File: src/rtl/aftx_pkg.sv
package aftx_pkg;

  localparam int WCNT_W = 7;
  localparam int LEN_W  = 6;

  typedef enum logic [1:0] {
    FMT_I2S   = 2'd0,
    FMT_LEFTJ = 2'd1,
    FMT_DSP_E = 2'd2,
    FMT_DSP_L = 2'd3
  } fmt_e;

  typedef struct packed {
    logic              two_phase;
    logic              delay1;
    logic [WCNT_W-1:0] words_a;   // word count minus one, first phase
    logic [WCNT_W-1:0] words_b;   // word count minus one, second phase
  } phase_plan_t;

  function automatic logic [LEN_W-1:0] word_bits(input logic [2:0] code);
    case (code)
      3'd0:    return LEN_W'(8);
      3'd1:    return LEN_W'(12);
      3'd2:    return LEN_W'(16);
      3'd3:    return LEN_W'(20);
      3'd4:    return LEN_W'(24);
      default: return LEN_W'(32);
    endcase
  endfunction

  function automatic phase_plan_t plan_phases(input fmt_e fmt,
                                              input logic [WCNT_W-1:0] chan_m1);
    phase_plan_t p;
    logic paired_fmt;
    paired_fmt  = (fmt == FMT_I2S) || (fmt == FMT_LEFTJ);
    p.two_phase = paired_fmt && (chan_m1 == WCNT_W'(1));
    p.delay1    = (fmt == FMT_I2S) || (fmt == FMT_DSP_E);
    p.words_a   = p.two_phase ? '0 : chan_m1;
    p.words_b   = '0;
    return p;
  endfunction

endpackage

File: src/rtl/aftx_edge_detect.sv
module aftx_edge_detect (
  input  logic clk,
  input  logic rst_n,
  input  logic bclk,
  input  logic fsync,
  output logic bit_tick,
  output logic fs_rise,
  output logic fs_fall
);
  logic bclk_q, bclk_qq, fs_q, fs_prev;

  always_ff @(posedge clk) begin
    if (!rst_n) begin
      bclk_q  <= 1'b0;
      bclk_qq <= 1'b0;
      fs_q    <= 1'b0;
      fs_prev <= 1'b0;
    end else begin
      bclk_q  <= bclk;
      bclk_qq <= bclk_q;
      fs_q    <= fsync;
      if (bit_tick) fs_prev <= fs_q;
    end
  end

  assign bit_tick = bclk_qq & ~bclk_q;
  assign fs_rise  = bit_tick & fs_q & ~fs_prev;
  assign fs_fall  = bit_tick & ~fs_q & fs_prev;
endmodule

File: src/rtl/aftx_framer.sv
module aftx_framer
  import aftx_pkg::*;
(
  input  logic             clk,
  input  logic             rst_n,
  input  logic             bit_tick,
  input  logic             start_a,
  input  logic             start_b,
  input  phase_plan_t      plan,
  input  logic [LEN_W-1:0] bits,
  output logic             word_load,
  output logic             bit_shift,
  output logic             line_clear
);
  logic              active, pend, pend_b;
  logic [LEN_W-1:0]  bit_cnt;
  logic [WCNT_W-1:0] word_cnt;

  logic load_new, new_b, load_next, arm, any_start;

  assign any_start = start_a | start_b;

  always_comb begin
    load_new   = 1'b0;
    new_b      = 1'b0;
    load_next  = 1'b0;
    bit_shift  = 1'b0;
    line_clear = 1'b0;
    if (bit_tick) begin
      if (pend) begin
        load_new = 1'b1;
        new_b    = pend_b;
      end else if (any_start && !plan.delay1) begin
        load_new = 1'b1;
        new_b    = start_b;
      end else if (active) begin
        if (bit_cnt != '0)       bit_shift  = 1'b1;
        else if (word_cnt != '0) load_next  = 1'b1;
        else                     line_clear = 1'b1;
      end
    end
  end

  // delayed start: armed now, the current slot still finishes the old phase
  assign arm       = bit_tick & ~pend & any_start & plan.delay1;
  assign word_load = load_new | load_next;

  always_ff @(posedge clk) begin
    if (!rst_n) begin
      active   <= 1'b0;
      pend     <= 1'b0;
      pend_b   <= 1'b0;
      bit_cnt  <= '0;
      word_cnt <= '0;
    end else begin
      if (arm) begin
        pend   <= 1'b1;
        pend_b <= start_b;
      end else if (load_new) begin
        pend <= 1'b0;
      end
      if (load_new) begin
        active   <= 1'b1;
        word_cnt <= new_b ? plan.words_b : plan.words_a;
        bit_cnt  <= bits - LEN_W'(1);
      end else if (load_next) begin
        word_cnt <= word_cnt - WCNT_W'(1);
        bit_cnt  <= bits - LEN_W'(1);
      end else if (bit_shift) begin
        bit_cnt <= bit_cnt - LEN_W'(1);
      end else if (line_clear) begin
        active <= 1'b0;
      end
    end
  end
endmodule

File: src/rtl/aftx_shifter.sv
module aftx_shifter #(
  parameter int SAMPLE_W = 32
) (
  input  logic                clk,
  input  logic                rst_n,
  input  logic                word_load,
  input  logic                bit_shift,
  input  logic                line_clear,
  input  logic                take,
  input  logic [SAMPLE_W-1:0] data,
  output logic                sdo
);
  logic [SAMPLE_W-1:0] sr;

  always_ff @(posedge clk) begin
    if (!rst_n) begin
      sr  <= '0;
      sdo <= 1'b0;
    end else if (word_load) begin
      if (take) begin
        sdo <= data[SAMPLE_W-1];
        sr  <= {data[SAMPLE_W-2:0], 1'b0};
      end else begin
        sdo <= 1'b0;
        sr  <= '0;
      end
    end else if (bit_shift) begin
      sdo <= sr[SAMPLE_W-1];
      sr  <= {sr[SAMPLE_W-2:0], 1'b0};
    end else if (line_clear) begin
      sdo <= 1'b0;
    end
  end
endmodule

File: src/rtl/audio_frame_tx.sv
module audio_frame_tx
  import aftx_pkg::*;
#(
  parameter int SAMPLE_W = 32,
  parameter int CHAN_W   = 4
) (
  input  logic                clk,
  input  logic                rst_n,
  input  logic [1:0]          cfg_format,
  input  logic [2:0]          cfg_wlen,
  input  logic [CHAN_W-1:0]   cfg_chan_m1,
  input  logic                bclk,
  input  logic                fsync,
  input  logic                s_valid,
  output logic                s_ready,
  input  logic [SAMPLE_W-1:0] s_data,
  output logic                sdo,
  output logic                underflow
);
  logic        bit_tick, fs_rise, fs_fall;
  logic        word_load, bit_shift, line_clear;
  logic        start_a, start_b;
  phase_plan_t plan;
  logic [LEN_W-1:0] bits;

  assign plan    = plan_phases(fmt_e'(cfg_format), WCNT_W'(cfg_chan_m1));
  assign bits    = word_bits(cfg_wlen);
  assign start_a = fs_rise;
  assign start_b = fs_fall & plan.two_phase;

  aftx_edge_detect u_edge (
    .clk(clk), .rst_n(rst_n), .bclk(bclk), .fsync(fsync),
    .bit_tick(bit_tick), .fs_rise(fs_rise), .fs_fall(fs_fall)
  );

  aftx_framer u_framer (
    .clk(clk), .rst_n(rst_n), .bit_tick(bit_tick),
    .start_a(start_a), .start_b(start_b), .plan(plan), .bits(bits),
    .word_load(word_load), .bit_shift(bit_shift), .line_clear(line_clear)
  );

  aftx_shifter #(.SAMPLE_W(SAMPLE_W)) u_shift (
    .clk(clk), .rst_n(rst_n), .word_load(word_load), .bit_shift(bit_shift),
    .line_clear(line_clear), .take(s_valid), .data(s_data), .sdo(sdo)
  );

  assign s_ready = word_load;

  always_ff @(posedge clk) begin
    if (!rst_n)                     underflow <= 1'b0;
    else if (word_load && !s_valid) underflow <= 1'b1;
  end
endmodule

File: config.mk
export PLATFORM = sky130hd
export DESIGN_NAME = audio_frame_tx
export DESIGN_NICKNAME = d
export VERILOG_FILES = /design/src/rtl/aftx_pkg.sv /design/src/rtl/aftx_edge_detect.sv /design/src/rtl/aftx_framer.sv /design/src/rtl/aftx_shifter.sv /design/src/rtl/audio_frame_tx.sv
export SDC_FILE = /design/constraint.sdc
export NUM_CORES = 1
export LEC_CHECK = 0
export ABC_AREA = 0
export BUFFER_PORTS_ARGS = -buffer_cell sky130_fd_sc_hd__clkbuf_2
export CAP_MARGIN = 20
export CORE_MARGIN = 1
export CORE_UTILIZATION = 58
export CTS_CLUSTER_SIZE = 30
export DETAILED_ROUTE_END_ITERATION = 10
export MAX_ROUTING_LAYER = met4
export PLACE_DENSITY = 0.81
export SYNTH_ARGS = -nofsm -noshare
export SYNTH_HDL_FRONTEND = slang
export SYNTH_SLANG_ARGS = --single-unit
File: constraint.sdc
create_clock -name clk -period 4.57 [get_ports clk]
set_input_delay 0.457 -clock clk [delete_from_list [all_inputs] [get_ports clk]]
set_output_delay 0.457 -clock clk [all_outputs]
set_load 0.02 [all_outputs]
After elaboration in Yosys (flattened, before gate mapping)
Cells that the tools add are included.

Input port bits: 46. Flip-flop bits (word level): 54. Word-level logic and storage cells: 100.

Mux-type cells: 43. Bitwise gates (word level): 15. Reduce and logical (&&, ||, !) cells: 18. Equality and inequality tests: 9. $add $sub $neg: 3.

Operators by type and width (count): $mux W32 (3); $mux W1 (32); $pmux W6 S5 (1); $mux W6 (3); $mux W7 (2); $sub A6 B1 Y6 const B (2); $and A1 B1 Y1 (9); $mux W4 (2); $reduce_bool A2 Y1 (4); $reduce_bool A7 Y1 (1); $sub A7 B1 Y7 const B (1); $eq A3 B2 Y1 const B (2); $reduce_bool A3 Y1 (2); $reduce_bool A6 Y1 (1); $eq A4 B1 Y1 const B (1); $ne A2 B1 Y1 const B (2); $not A1 Y1 (4); $eq A3 B1 Y1 const B (1); $eq A3 B3 Y1 const B (1); $logic_and A1 B1 Y1 (3); $logic_not A3 Y1 (1); $reduce_and A3 Y1 (1); $eq A2 B1 Y1 const B (1); $eq A2 B2 Y1 const B (1); other kinds (4) (7).

Logic depth before layout (Yosys ltp)
Gate-level depths: netlist of run 1.

Word-level depth: 14. Mapped depth: 9. Depth with buffers taken out: 8.

Modules after synthesis
A second synthesis of run 1 with hierarchy kept.

Cell total of the unflattened synthesis: 343. Area, all modules: 2987.9 um^2.

Modules (own cells, without submodules): aftx_shifter (area each 1596.5 um^2, sequential area each 640.6 um^2, times used 1, cells an instance 178); aftx_framer (area each 1124.8 um^2, sequential area each 320.3 um^2, times used 1, cells an instance 135); aftx_edge_detect (area each 148.9 um^2, sequential area each 80.1 um^2, times used 1, cells an instance 13); audio_frame_tx (area each 117.6 um^2, sequential area each 20.0 um^2, times used 1, cells an instance 17).

Worst setup path after synthesis of run 1
Ideal clock, no wire load.

Kind: reg2out. Start point: register u_framer.word_cnt[0]. End point: output s_ready. Buffers on the path: 1. Data required time: 4113 ps. Slack: 2368 ps. Cell stages (with the launch flop): 8. Arrival time: 1745 ps. Cells stage by stage: dfxtp_1 inv_1 ha_1 or4b_4 o311a_4 a21oi_4 inv_2 buf_6.

Word-level cells in the longest chain between the ends: 8.

RTL lines: start: declaration (RTL line aftx_framer.sv:17) `logic [WCNT_W-1:0] word_cnt;`; start signal: assignment (RTL line aftx_framer.sv:64) `word_cnt <= new_b ? plan.words_b : plan.words_a;`; start signal: assignment (RTL line aftx_framer.sv:67) `word_cnt <= word_cnt - WCNT_W'(1);`; $reduce_bool A7 Y1 (RTL line aftx_framer.sv:38) `else if (word_cnt != '0) load_next = 1'b1;`; $mux W1 (RTL line aftx_framer.sv:38); $mux W1 (RTL line aftx_framer.sv:37) `if (bit_cnt != '0) bit_shift = 1'b1;`; $mux W1 (RTL line aftx_framer.sv:36) `end else if (active) begin`; $mux W1 (RTL line aftx_framer.sv:33) `end else if (any_start && !plan.delay1) begin`; $mux W1 (RTL line aftx_framer.sv:30) `if (pend) begin`; $mux W1 (RTL line aftx_framer.sv:29) `if (bit_tick) begin`; $or A1 B1 Y1 (RTL line aftx_framer.sv:46) `assign word_load = load_new | load_next;`; end: declaration (RTL line audio_frame_tx.sv:15) `output logic s_ready,`.

No other way between the ends.

Final worst setup path of run 1
Same ends and word-level chain as after synthesis.

==> out/qor.txt, run 1 <==
clk_skew: 0.008719 ns
reg2reg start: u_edge.fs_prev
Clk Latency, worst-skew pair: 0.30 ns
TritonCTS clock tree: yes
RSZ-0062 raised after global routing: false
starting density of the core: 0.6224
max-cap violations: 0
compound-gate portion of the synthesized area: 0.2565
Post-DRT Antenna Nets: 0
FMAX: 366.6 MHz
H-tree depth: 2
drt drc: 0
setup bufs post-CTS: 0
first-pass GRT wire length: 8.866 mm
Max Fanout on Critical Path: 18
largest net degree at the start of global routing: 53
number of synthesized register bits: 53
cts repair resizes: 0
worst hold slack: 0.3625 ns
via count: 2324
post-synthesis simple-gate area fraction: 0.2399
Worst setup endpoint: s_ready
Hold WC Path Type: primary input to flip-flop
I/O pin count: 49
PortBufs: 48
Critical Path AT: 2.27 ns
die width: 68.45 um
sequential area share after synthesis: 0.4143
Lkg Pwr: 0.001123 uW
initial antenna violation count: 0
worst slew pin tran: 0.9333 ns
Syn-to-layout area delta: 10.85%
final WL: 5.603 mm
Post-Synth XOR/XNOR Area: 0.01368
Critical Path Start Type: flip-flop
status: complete, no violations
CTS Hold Bufs: 0
Primary FF master, synth: dfxtp_1
slew margin rel.: 0.3778
Yosys cell types: 49
largest area contributor in the netlist: dfxtp_1
multiplexer share of the synthesized area: 0.01172
core area: 4115 um2
reg-to-reg slack, setup: 2.08 ns
clock root buffer: clkbuf_8
DRT iter0 DRCs: 172
top cells by area, synth: dfxtp_1 41%, o21ai_0 6.1%, a21oi_1 4.7%
vias in the first global route: 2035
Synth Instances: 309
Final nets: 393
Mean Syn Cell Area: 8.289 um2
crit share post-route: 0.5969
Antenna Cells: 0
WP data required: 4.11 ns
Worst R2R Path Depth: 6
crit path launch: u_framer.word_cnt[0]
Rows: 23
CTS buffer count: 5
CTS Sinks: 53
area share of the largest cell type after synthesis: 0.4143
Reg clk slew, reported paths: 0.09 ns
Synth Cell Area: 2561 um2
global route overflow: 0
largest family of logic cells by synthesized area: compound AO/OA/AOI/OAI gates
Routability Congestion: 0.8649
Post-synth EDFFs: 0
First-pass DRT Iterations: 4
Yosys warnings: 0
Final Max Slew Viols: 0
pwr dens: 279.1 nW/um2
Tot GR Track Use: 0.2603
Die H: 68.45 um
post-layout util: 0.6899
die area: 4685 um2
clock buffer depth: 2
drt wl/cell: 14.15 um
adder-cell share of the synthesized area: 0.009770
min Tclk post-route: 2.728 ns
Post-DP HPWL: 3.741 mm
Hold Vio Cnt, Final: 0
Critical Path Sink Type: output pin
Post-Syn Nets: 357
Setup Viol. Count Final: 0
VDD IR max: 0.2150 mV
Worst R2R End: u_shift.sr[10]
TNS Setup: 0 ns
ys async rst share: 0
share of cells above drive strength 1: 0.1821
vias per cell: 5.869
Crit Path Class: flip-flop to output pin
power breakdown:
group	internal (uW)	switching (uW)
clock network	109	150
registers	467	3.76
logic	28.2	35.0
layout by cell type, fill, tap and decap left out, drive strengths merged, types with 2 or more instances in the layout:
master,instances
clkbuf,55
and2,6
o31a,2
o211ai,2
dfxtp,53
xnor2,3
nand3b,2
o311a,2
nand2b,2
inv,6
o211a,4
a22oi,7
nand2,25
o41ai,2
nor2,27
nand3,16
nor2b,6
nor3,22
a21o,3
nor4,2
a31oi,6
o21ai,31
or3,4
ha,2
mux2i,3
a21oi,27
a21boi,9
nor3b,3
critical path, stage by stage (launching register included):
cell and delay, ns:
dfxtp_1 0.34, inv_1 0.06, ha_1 0.18, or4b_4 0.50
o311a_4 0.36, a21oi_4 0.16, inv_2 0.17, clkbuf_2 0.20
flip-flops by register name (all words and copies together), names as in the netlist:
name / count
u_shift.sr: 31
u_framer.word_cnt: 7
u_framer.bit_cnt: 6
u_edge.bclk_q: 1
u_edge.bclk_qq: 1
u_edge.fs_prev: 1
u_edge.fs_q: 1
u_framer.active: 1
u_framer.pend: 1
u_framer.pend_b: 1
u_shift.sdo: 1
underflow: 1
stage by stage:
stage	worst slack [ns]	total power [uW]	cells	area (um2)
floorplan	2.368	515.9	309	2561
global placement	1.848	543.1	388	2755
global route	1.726	821.8	396	2839
detailed placement	1.777	544.1	388	2755
finish	1.842	792.3	396	2839
CTS	1.832	796.6	396	2839
worst min path at each step:
| stage | cells past startpoint | slack, ns | from | to |
|---|---|---|---|---|
| floorplan | 1 | 0.44 | u_edge.bclk_q | u_edge.bclk_qq |
| global placement | 1 | 0.45 | underflow | underflow |
| detailed placement | 1 | 0.46 | underflow | underflow |
| CTS | 2 | 0.36 | fsync | u_edge.fs_q |
| global route | 2 | 0.36 | bclk | u_edge.bclk_q |
| finish | 2 | 0.36 | fsync | u_edge.fs_q |
layer usage:
| metal | GRT usage | vias to the layer above | wire length (um) |
|---|---|---|---|
| li1 | - | 1188 | - |
| met1 | 0.3239 | 1062 | 2644 |
| met2 | 0.4277 | 68 | 2692 |
| met3 | 0.04000 | 6 | 212 |
| met4 | 0.08594 | 0 | 54 |
| met5 | - | - | 0 |
cells in the mapped netlist (6+ instances only):
cell	count
nand2_1	25
o21ai_0	31
a31oi_1	6
dfxtp_1	53
nor2_1	27
a21boi_0	8
nor3_1	22
buf_2	6
nand3_1	16
clkbuf_1	8
a21oi_1	24
nor2b_1	6
and2_1	6
a22oi_1	7
kinds of logic after synthesis:
group,count (synthesis)
adder cells (fa/ha/maj),2
flip-flops,53
AND/OR/NAND/NOR,120
buffers and inverters,26
XOR/XNOR,4
AO/OA/AOI/OAI,101
multiplexers,3
final cells by class:
| type | instances | area (um2) |
|---|---|---|
| Multi-Input combinational cell | 230 | 1361 |
| Fill cell | 348 | 1276 |
| Sequential cell | 53 | 1061 |
| Timing Repair Buffer | 49 | 247.7 |
| Clock buffer | 7 | 76.32 |
| Tap cell | 50 | 62.56 |
| Inverter | 6 | 22.52 |
| Clock inverter | 1 | 7.507 |
Power figures use the tool's default switching activity.
==> run 2: changes to the inputs <==
--- a/config.mk
+++ b/config.mk
@@ -9,11 +9,11 @@
 export BUFFER_PORTS_ARGS = -buffer_cell sky130_fd_sc_hd__clkbuf_2
 export CAP_MARGIN = 20
 export CORE_MARGIN = 1
-export CORE_UTILIZATION = 58
+export CORE_UTILIZATION = 55
 export CTS_CLUSTER_SIZE = 30
 export DETAILED_ROUTE_END_ITERATION = 10
 export MAX_ROUTING_LAYER = met4
-export PLACE_DENSITY = 0.81
+export PLACE_DENSITY = 0.77
 export SYNTH_ARGS = -nofsm -noshare
 export SYNTH_HDL_FRONTEND = slang
 export SYNTH_SLANG_ARGS = --single-unit
==> constraint.sdc (replaced) <==
create_clock -name clk -period 2.8 [get_ports clk]
set_input_delay 0.28 -clock clk [delete_from_list [all_inputs] [get_ports clk]]
set_output_delay 0.28 -clock clk [all_outputs]
set_load 0.02 [all_outputs]
==> run 2 against run 1 <==
  * Die area rose by 5.3%
  * Utilization shrank 3.7 points
  * Count of clock-buffer cells in the layout decreased by 2
==> out/qor.txt, run 2 (same netlist as run 1, synthesis figures left out) <==
FMAX: 397.4 MHz
First-pass DRT Iterations: 4 (unchanged)
first-pass GRT wire length: 9.784 mm (was 8.866 mm)
Final Cell Area: 2884 um2 (was 2839 um2)
drt drc: 0 (unchanged)
Die H: 70.24 um (was 68.45 um)
Hold WC Path Type: primary input to flip-flop (unchanged)
Setup Viol. Count Final: 0 (unchanged)
RSZ-0062 raised after global routing: false (unchanged)
via count: 2311 (was 2324)
final WL: 5.591 mm (was 5.603 mm)
clock buffer depth: 2 (unchanged)
starting density of the core: 0.5802 (was 0.6224)
vias in the first global route: 2228 (was 2035)
max-cap violations: 0 (unchanged)
WP data required: 2.52 ns (was 4.11 ns)
Clock power frac: 0.365 (was 0.326)
worst slew pin tran: 0.8461 ns (was 0.9333 ns)
Critical Path Start Type: flip-flop (unchanged)
# fillers: 393 (was 348)
TNS Setup: 0 ns (unchanged)
setup bufs post-CTS: 0 (unchanged)
largest reg by FF count: u_shift.sr (unchanged)
TritonCTS clock tree: yes (unchanged)
Net Sw Frac: 0.2221 (was 0.2379)
slack of the critical path: 0.2839 ns (was 1.842 ns)
Antenna Cells: 0 (unchanged)
Routability Congestion: 0.7941 (was 0.8649)
CTS buffer count: 5 (unchanged)
CTS Hold Bufs: 0 (unchanged)
core area: 4414 um2 (was 4115 um2)
Rows: 24 (was 23)
clock root buffer: clkbuf_8 (unchanged)
most frequent cells in the layout: 53 x dfxtp_1, 48 x clkbuf_2, 31 x o21ai_0, 27 x nor2_1, 25 x nand2_1 (unchanged)
Clk Latency, worst-skew pair: 0.30 ns (about the same)
status: complete, no violations (unchanged)
Tot GR Track Use: 0.2523 (was 0.2603)
initial antenna violation count: 0 (unchanged)
clk_skew: 0.002769 ns (was 0.008719 ns)
global route overflow: 0 (unchanged)
Gate power share: 0.076 (was 0.080)
PortBufs: 48 (unchanged)
Max Fanout on Critical Path: 18 (unchanged)
Sequential Power Share: 0.559 (was 0.594)
commonest non-fill, non-tap cell in the layout: dfxtp_1 (unchanged)
Crit Path Class: flip-flop to output pin (unchanged)
max reg flops: 31 (unchanged)
crit share post-route: 0.8986
drt wl/cell: 13.98 um (was 14.15 um)
largest net degree at the start of global routing: 53 (unchanged)
Critical Path AT: 2.24 ns (was 2.27 ns)
pwr dens: 476.5 nW/um2 (was 279.1 nW/um2)
slew margin rel.: 0.4359 (was 0.3778)
Placement Cell Area: 2780 um2 (was 2755 um2)
die area: 4934 um2 (was 4685 um2)
CTS Sinks: 53 (unchanged)
I/O pin count: 49 (unchanged)
DRT iter0 DRCs: 195 (was 172)
cell internal pwr: 1069 uW (was 603.8 uW)
share of cells above drive strength 1: 0.1925 (was 0.1821)
Critical Path Sink Type: output pin (unchanged)
cts repair resizes: 0 (unchanged)
vias per cell: 5.778 (was 5.869)
NetSw: 305.2 uW (was 188.5 uW)
min Tclk post-route: 2.516 ns
Syn-to-layout area delta: 12.60% (was 10.85%)
H-tree depth: 2 (unchanged)
Place WS: 0.4398 ns (was 1.777 ns)
Final Max Slew Viols: 0 (unchanged)
Lkg Pwr: 0.001153 uW (was 0.001123 uW)
die width: 70.24 um (was 68.45 um)
Hold Vio Cnt, Final: 0 (unchanged)
Reg clk slew, reported paths: 0.09 ns (about the same)
Post-DP HPWL: 3.716 mm (was 3.741 mm)
Top Registers: u_shift.sr: 31 flops, u_framer.word_cnt: 7 flops, u_framer.bit_cnt: 6 flops (unchanged)
VDD IR max: 0.3011 mV (was 0.2150 mV)
Final nets: 396 (was 393)
Post-DRT Antenna Nets: 0 (unchanged)
[run 2: cell count changes in the layout (fill, tap and decap cells not counted), sizes merged]
cell	before	now
clkbuf	55	53
buf	1	4
clkinvlp	1	0
bufinv	0	1
clkinv	0	1
[run 2: worst paths after layout]
| check | slack (ns) | endpoint | cells past startpoint | start |
|---|---|---|---|---|
| min | 0.18 | u_edge.fs_q | 2 | fsync |
| max reg2reg | 0.41 | u_framer.bit_cnt[2] | 8 | u_framer.word_cnt[0] |
| min reg2reg | 0.48 | u_shift.sr[6] | 2 | u_shift.sr[5] |
| max | 0.28 | s_ready | 7 | u_framer.word_cnt[0] |
[run 2: final cells by class]
class / instances / area (um2) / share of cell area
clock buffers: 5 / 68.82 / 0.02386
multi-input cells: 230 / 1361 / 0.4720
repair buffers: 52 / 270.3 / 0.09371
inverters: 6 / 22.52 / 0.007809
well taps: 52 / 65.06 / 0.02256
flip-flops and latches: 53 / 1061 / 0.3679
clock inverters: 2 / 35.03 / 0.01215
[run 2: power groups by stage]
stage                     logic (uW)  clock network [uW]  registers (uW)
after CTS                        104                 516             768
after global placement           103                   0             785
final                            104                 502             768
after floorplan                 57.8                   0             784
after global routing             116                 540             770
after detailed placement         104                   0             786
[run 2: metal layers]
layer / wire length (um) / up-vias / share of wire / global-route usage
li1: - / 1192 / - / -
met4: 90 / 0 / 0.016 / 0.08889
met1: 2708 / 1060 / 0.48 / 0.3105
met2: 2601 / 50 / 0.47 / 0.4201
met3: 191 / 9 / 0.034 / 0.03752
met5: 0 / - / 0 / -
[run 2: through the flow]
stage	cells	utilization	total power (uW)	hold slack, ns
after floorplan	309	-	842.1	0.4073
after global placement	393	0.6298	888.6	0.4511
after detailed placement	393	0.6298	889.4	0.4675
after CTS	400	0.6533	1388	0.1686
after global routing	400	0.6533	1426	0.1696
final	400	0.6533	1374	0.1783
[run 2: critical path, cell delays in order, from the launching register on]
cell and delay (ns):
dfxtp_1 0.34, inv_1 0.06, ha_1 0.17, or4b_4 0.49, o311a_4 0.35, a21oi_4 0.16
inv_2 0.17, clkbuf_2 0.20
==> run 3: changes to the inputs <==
--- a/config.mk
+++ b/config.mk
@@ -8,12 +8,14 @@
 export ABC_AREA = 0
 export BUFFER_PORTS_ARGS = -buffer_cell sky130_fd_sc_hd__clkbuf_2
 export CAP_MARGIN = 20
+export CELL_PAD_IN_SITES_DETAIL_PLACEMENT = 1
+export CELL_PAD_IN_SITES_GLOBAL_PLACEMENT = 1
 export CORE_MARGIN = 1
-export CORE_UTILIZATION = 55
+export CORE_UTILIZATION = 40
 export CTS_CLUSTER_SIZE = 30
 export DETAILED_ROUTE_END_ITERATION = 10
 export MAX_ROUTING_LAYER = met4
-export PLACE_DENSITY = 0.77
+export PLACE_DENSITY = 0.76
 export SYNTH_ARGS = -nofsm -noshare
 export SYNTH_HDL_FRONTEND = slang
 export SYNTH_SLANG_ARGS = --single-unit
==> run 3 against run 2 <==
  * Sequential share of layout area down 0.41 points
  * Worst hold slack worse by 0.012 ns
  * Power decreased by 2.0%
  * Largest power group unchanged
  * Largest cell class unchanged
  * Flip-flop and latch count did not move
  * Count of clock-buffer cells in the layout up 1
==> out/qor.txt, run 3 (same netlist as run 1, synthesis figures left out) <==
Rows: 28 (was 24)
drt drc: 0 (unchanged)
Top Registers: u_shift.sr: 31 flops, u_framer.word_cnt: 7 flops, u_framer.bit_cnt: 6 flops (unchanged)
Sequential Power Share: 0.570 (was 0.559)
I/O pin count: 49 (unchanged)
Antenna Cells: 0 (unchanged)
Tot Pwr: 1347 uW (was 1374 uW)
most frequent cells in the layout: 53 x dfxtp_1, 48 x clkbuf_2, 31 x o21ai_0, 27 x nor2_1, 25 x nand2_1 (unchanged)
CP top delay family: compound AO/OA/AOI/OAI gates (unchanged)
Net Sw Frac: 0.2465 (was 0.2221)
cell internal pwr: 1015 uW (was 1069 uW)
Hold Vio Cnt, Final: 0 (unchanged)
Crit Path Class: flip-flop to output pin (unchanged)
cts repair resizes: 0 (unchanged)
clock buffer depth: 2 (unchanged)
die width: 82.02 um (was 70.24 um)
slew margin rel.: 0.4052 (was 0.4359)
VDD IR max: 0.2604 mV (was 0.3011 mV)
Crit. path cell count: 7 (unchanged)
pwr dens: 461.9 nW/um2 (was 476.5 nW/um2)
die area: 6727 um2 (was 4934 um2)
global route overflow: 0 (unchanged)
vias in the first global route: 2362 (was 2228)
Setup Viol. Count Final: 0 (unchanged)
post-layout util: 0.4812 (was 0.6533)
first-pass GRT wire length: 10.84 mm (was 9.784 mm)
Post-DRT Antenna Nets: 0 (unchanged)
core area: 6061 um2 (was 4414 um2)
via count: 2356 (was 2311)
share of cells above drive strength 1: 0.1971 (was 0.1925)
slowest cell delay on critical path: 0.49 ns (about the same)
largest net degree at the start of global routing: 53 (unchanged)
First-pass DRT Iterations: 4 (unchanged)
status: complete, no violations (unchanged)
Clk Latency, worst-skew pair: 0.31 ns (was 0.30 ns)
Worst R2R Path Depth: 8 (unchanged)
Final Cell Area: 2917 um2 (was 2884 um2)
CTS buffer count: 5 (unchanged)
Worst Path Buf+Inv: 3 (unchanged)
Die H: 82.02 um (was 70.24 um)
worst slew pin tran: 0.8922 ns (was 0.8461 ns)
worst hold stages: 2 (unchanged)
FMAX: 392.5 MHz (was 397.4 MHz)
vias per cell: 5.544 (was 5.778)
drt wl/cell: 15.19 um (was 13.98 um)
Lkg Pwr: 0.001156 uW (was 0.001153 uW)
DRT iter0 DRCs: 123 (was 195)
Clock power frac: 0.351 (was 0.365)
NetSw: 332.2 uW (was 305.2 uW)
CTS Sinks: 53 (unchanged)
commonest non-fill, non-tap cell in the layout: dfxtp_1 (unchanged)
PortBufs: 48 (unchanged)
Gate power share: 0.079 (was 0.076)
CTS Hold Bufs: 0 (unchanged)
CP cell instances: inv_1 -> ha_1 -> or4b_4 -> o311a_4 -> a21oi_4 -> inv_2 -> clkbuf_2 (unchanged)
TritonCTS clock tree: yes (unchanged)
Critical Path Start Type: flip-flop (unchanged)
crit share post-route: 0.9100 (was 0.8986)
Syn-to-layout area delta: 13.87% (was 12.60%)
clock root buffer: clkbuf_8 (unchanged)
Routability Congestion: 0.7550 (was 0.7941)
Critical Path AT: 2.27 ns (was 2.24 ns)
Final nets: 397 (was 396)
RSZ-0062 raised after global routing: false (unchanged)
Hold WC Path Type: primary input to flip-flop (unchanged)
CP max-delay cell: or4b_4 (unchanged)
largest reg by FF count: u_shift.sr (unchanged)
Critical Path Sink Type: output pin (unchanged)
final WL: 6.454 mm (was 5.591 mm)
Final Max Slew Viols: 0 (unchanged)
setup bufs post-CTS: 0 (unchanged)
min Tclk post-route: 2.548 ns (was 2.516 ns)
WP data required: 2.52 ns (about the same)
starting density of the core: 0.4226 (was 0.5802)
Placement Cell Area: 2816 um2 (was 2780 um2)
Reg clk slew, reported paths: 0.10 ns (was 0.09 ns)
Post-DP HPWL: 4.555 mm (was 3.716 mm)
H-tree depth: 2 (unchanged)
clk_skew: 0.007090 ns (was 0.002769 ns)
Tot GR Track Use: 0.2159 (was 0.2523)
TNS Setup: 0 ns (unchanged)
initial antenna violation count: 0 (unchanged)
max-cap violations: 0 (unchanged)
Max Fanout on Critical Path: 18 (unchanged)
max reg flops: 31 (unchanged)
## run 3: cell types whose count changed in the layout (fill, tap and decap cells not counted)
| cell | change |
|---|---|
| buf_4 | +1 |
| bufinv_16 | -1 |
| clkbuf_8 | +1 |
| clkinv_2 | -1 |
| clkinv_4 | +1 |
| inv_6 | +1 |
## run 3: power groups by stage
| stage | registers [uW] | logic [uW] | clock network [uW] |
|---|---|---|---|
| global placement | 785 | 105 | 0 |
| CTS | 768 | 108 | 486 |
| floorplan | 784 | 57.8 | 0 |
| global route | 770 | 120 | 522 |
| finish | 768 | 106 | 472 |
| detailed placement | 786 | 107 | 0 |
## run 3: metal layers
layer	vias up	part of all wire	GRT usage
met4	0	0.0079	0.06316
met3	7	0.029	0.04111
met1	1128	0.48	0.2601
met5	-	0	-
li1	1187	-	-
met2	34	0.48	0.3636
## run 3: worst paths after layout
kind	startpoint	end	slack [ns]
max	u_framer.word_cnt[0]	s_ready	0.25
min	bclk	u_edge.bclk_q	0.17
min reg2reg	underflow	underflow	0.48
max reg2reg	u_framer.word_cnt[0]	u_shift.sr[19]	0.37
## run 3: area by class of cell
cell class                      count  area, um2
Clock buffer                        6      82.58
Clock inverter                      2      17.52
Fill cell                         770       3144
Inverter                            6      22.52
Multi-Input combinational cell    230       1361
Sequential cell                    53       1061
Tap cell                           75      93.84
Timing Repair Buffer               53      277.8
## run 3: metrics by stage
stage	cells	worst slack (ns)	hold slack, ns
detailed placement	417	0.4066	0.4647
floorplan	309	0.7193	0.4073
CTS	425	0.2366	0.1600
global placement	417	0.4546	0.4575
global route	425	0.1423	0.1713
finish	425	0.2520	0.1658
## run 3: worst reg2reg max path, cell delays in order (launching register included)
cell      delay, ns
dfxtp_1        0.34
inv_1          0.06
ha_1           0.17
or4b_4         0.49
nor3_1         0.22
nand2_1        0.19
a21oi_2        0.49
a22oi_1        0.18
a21boi_0       0.22
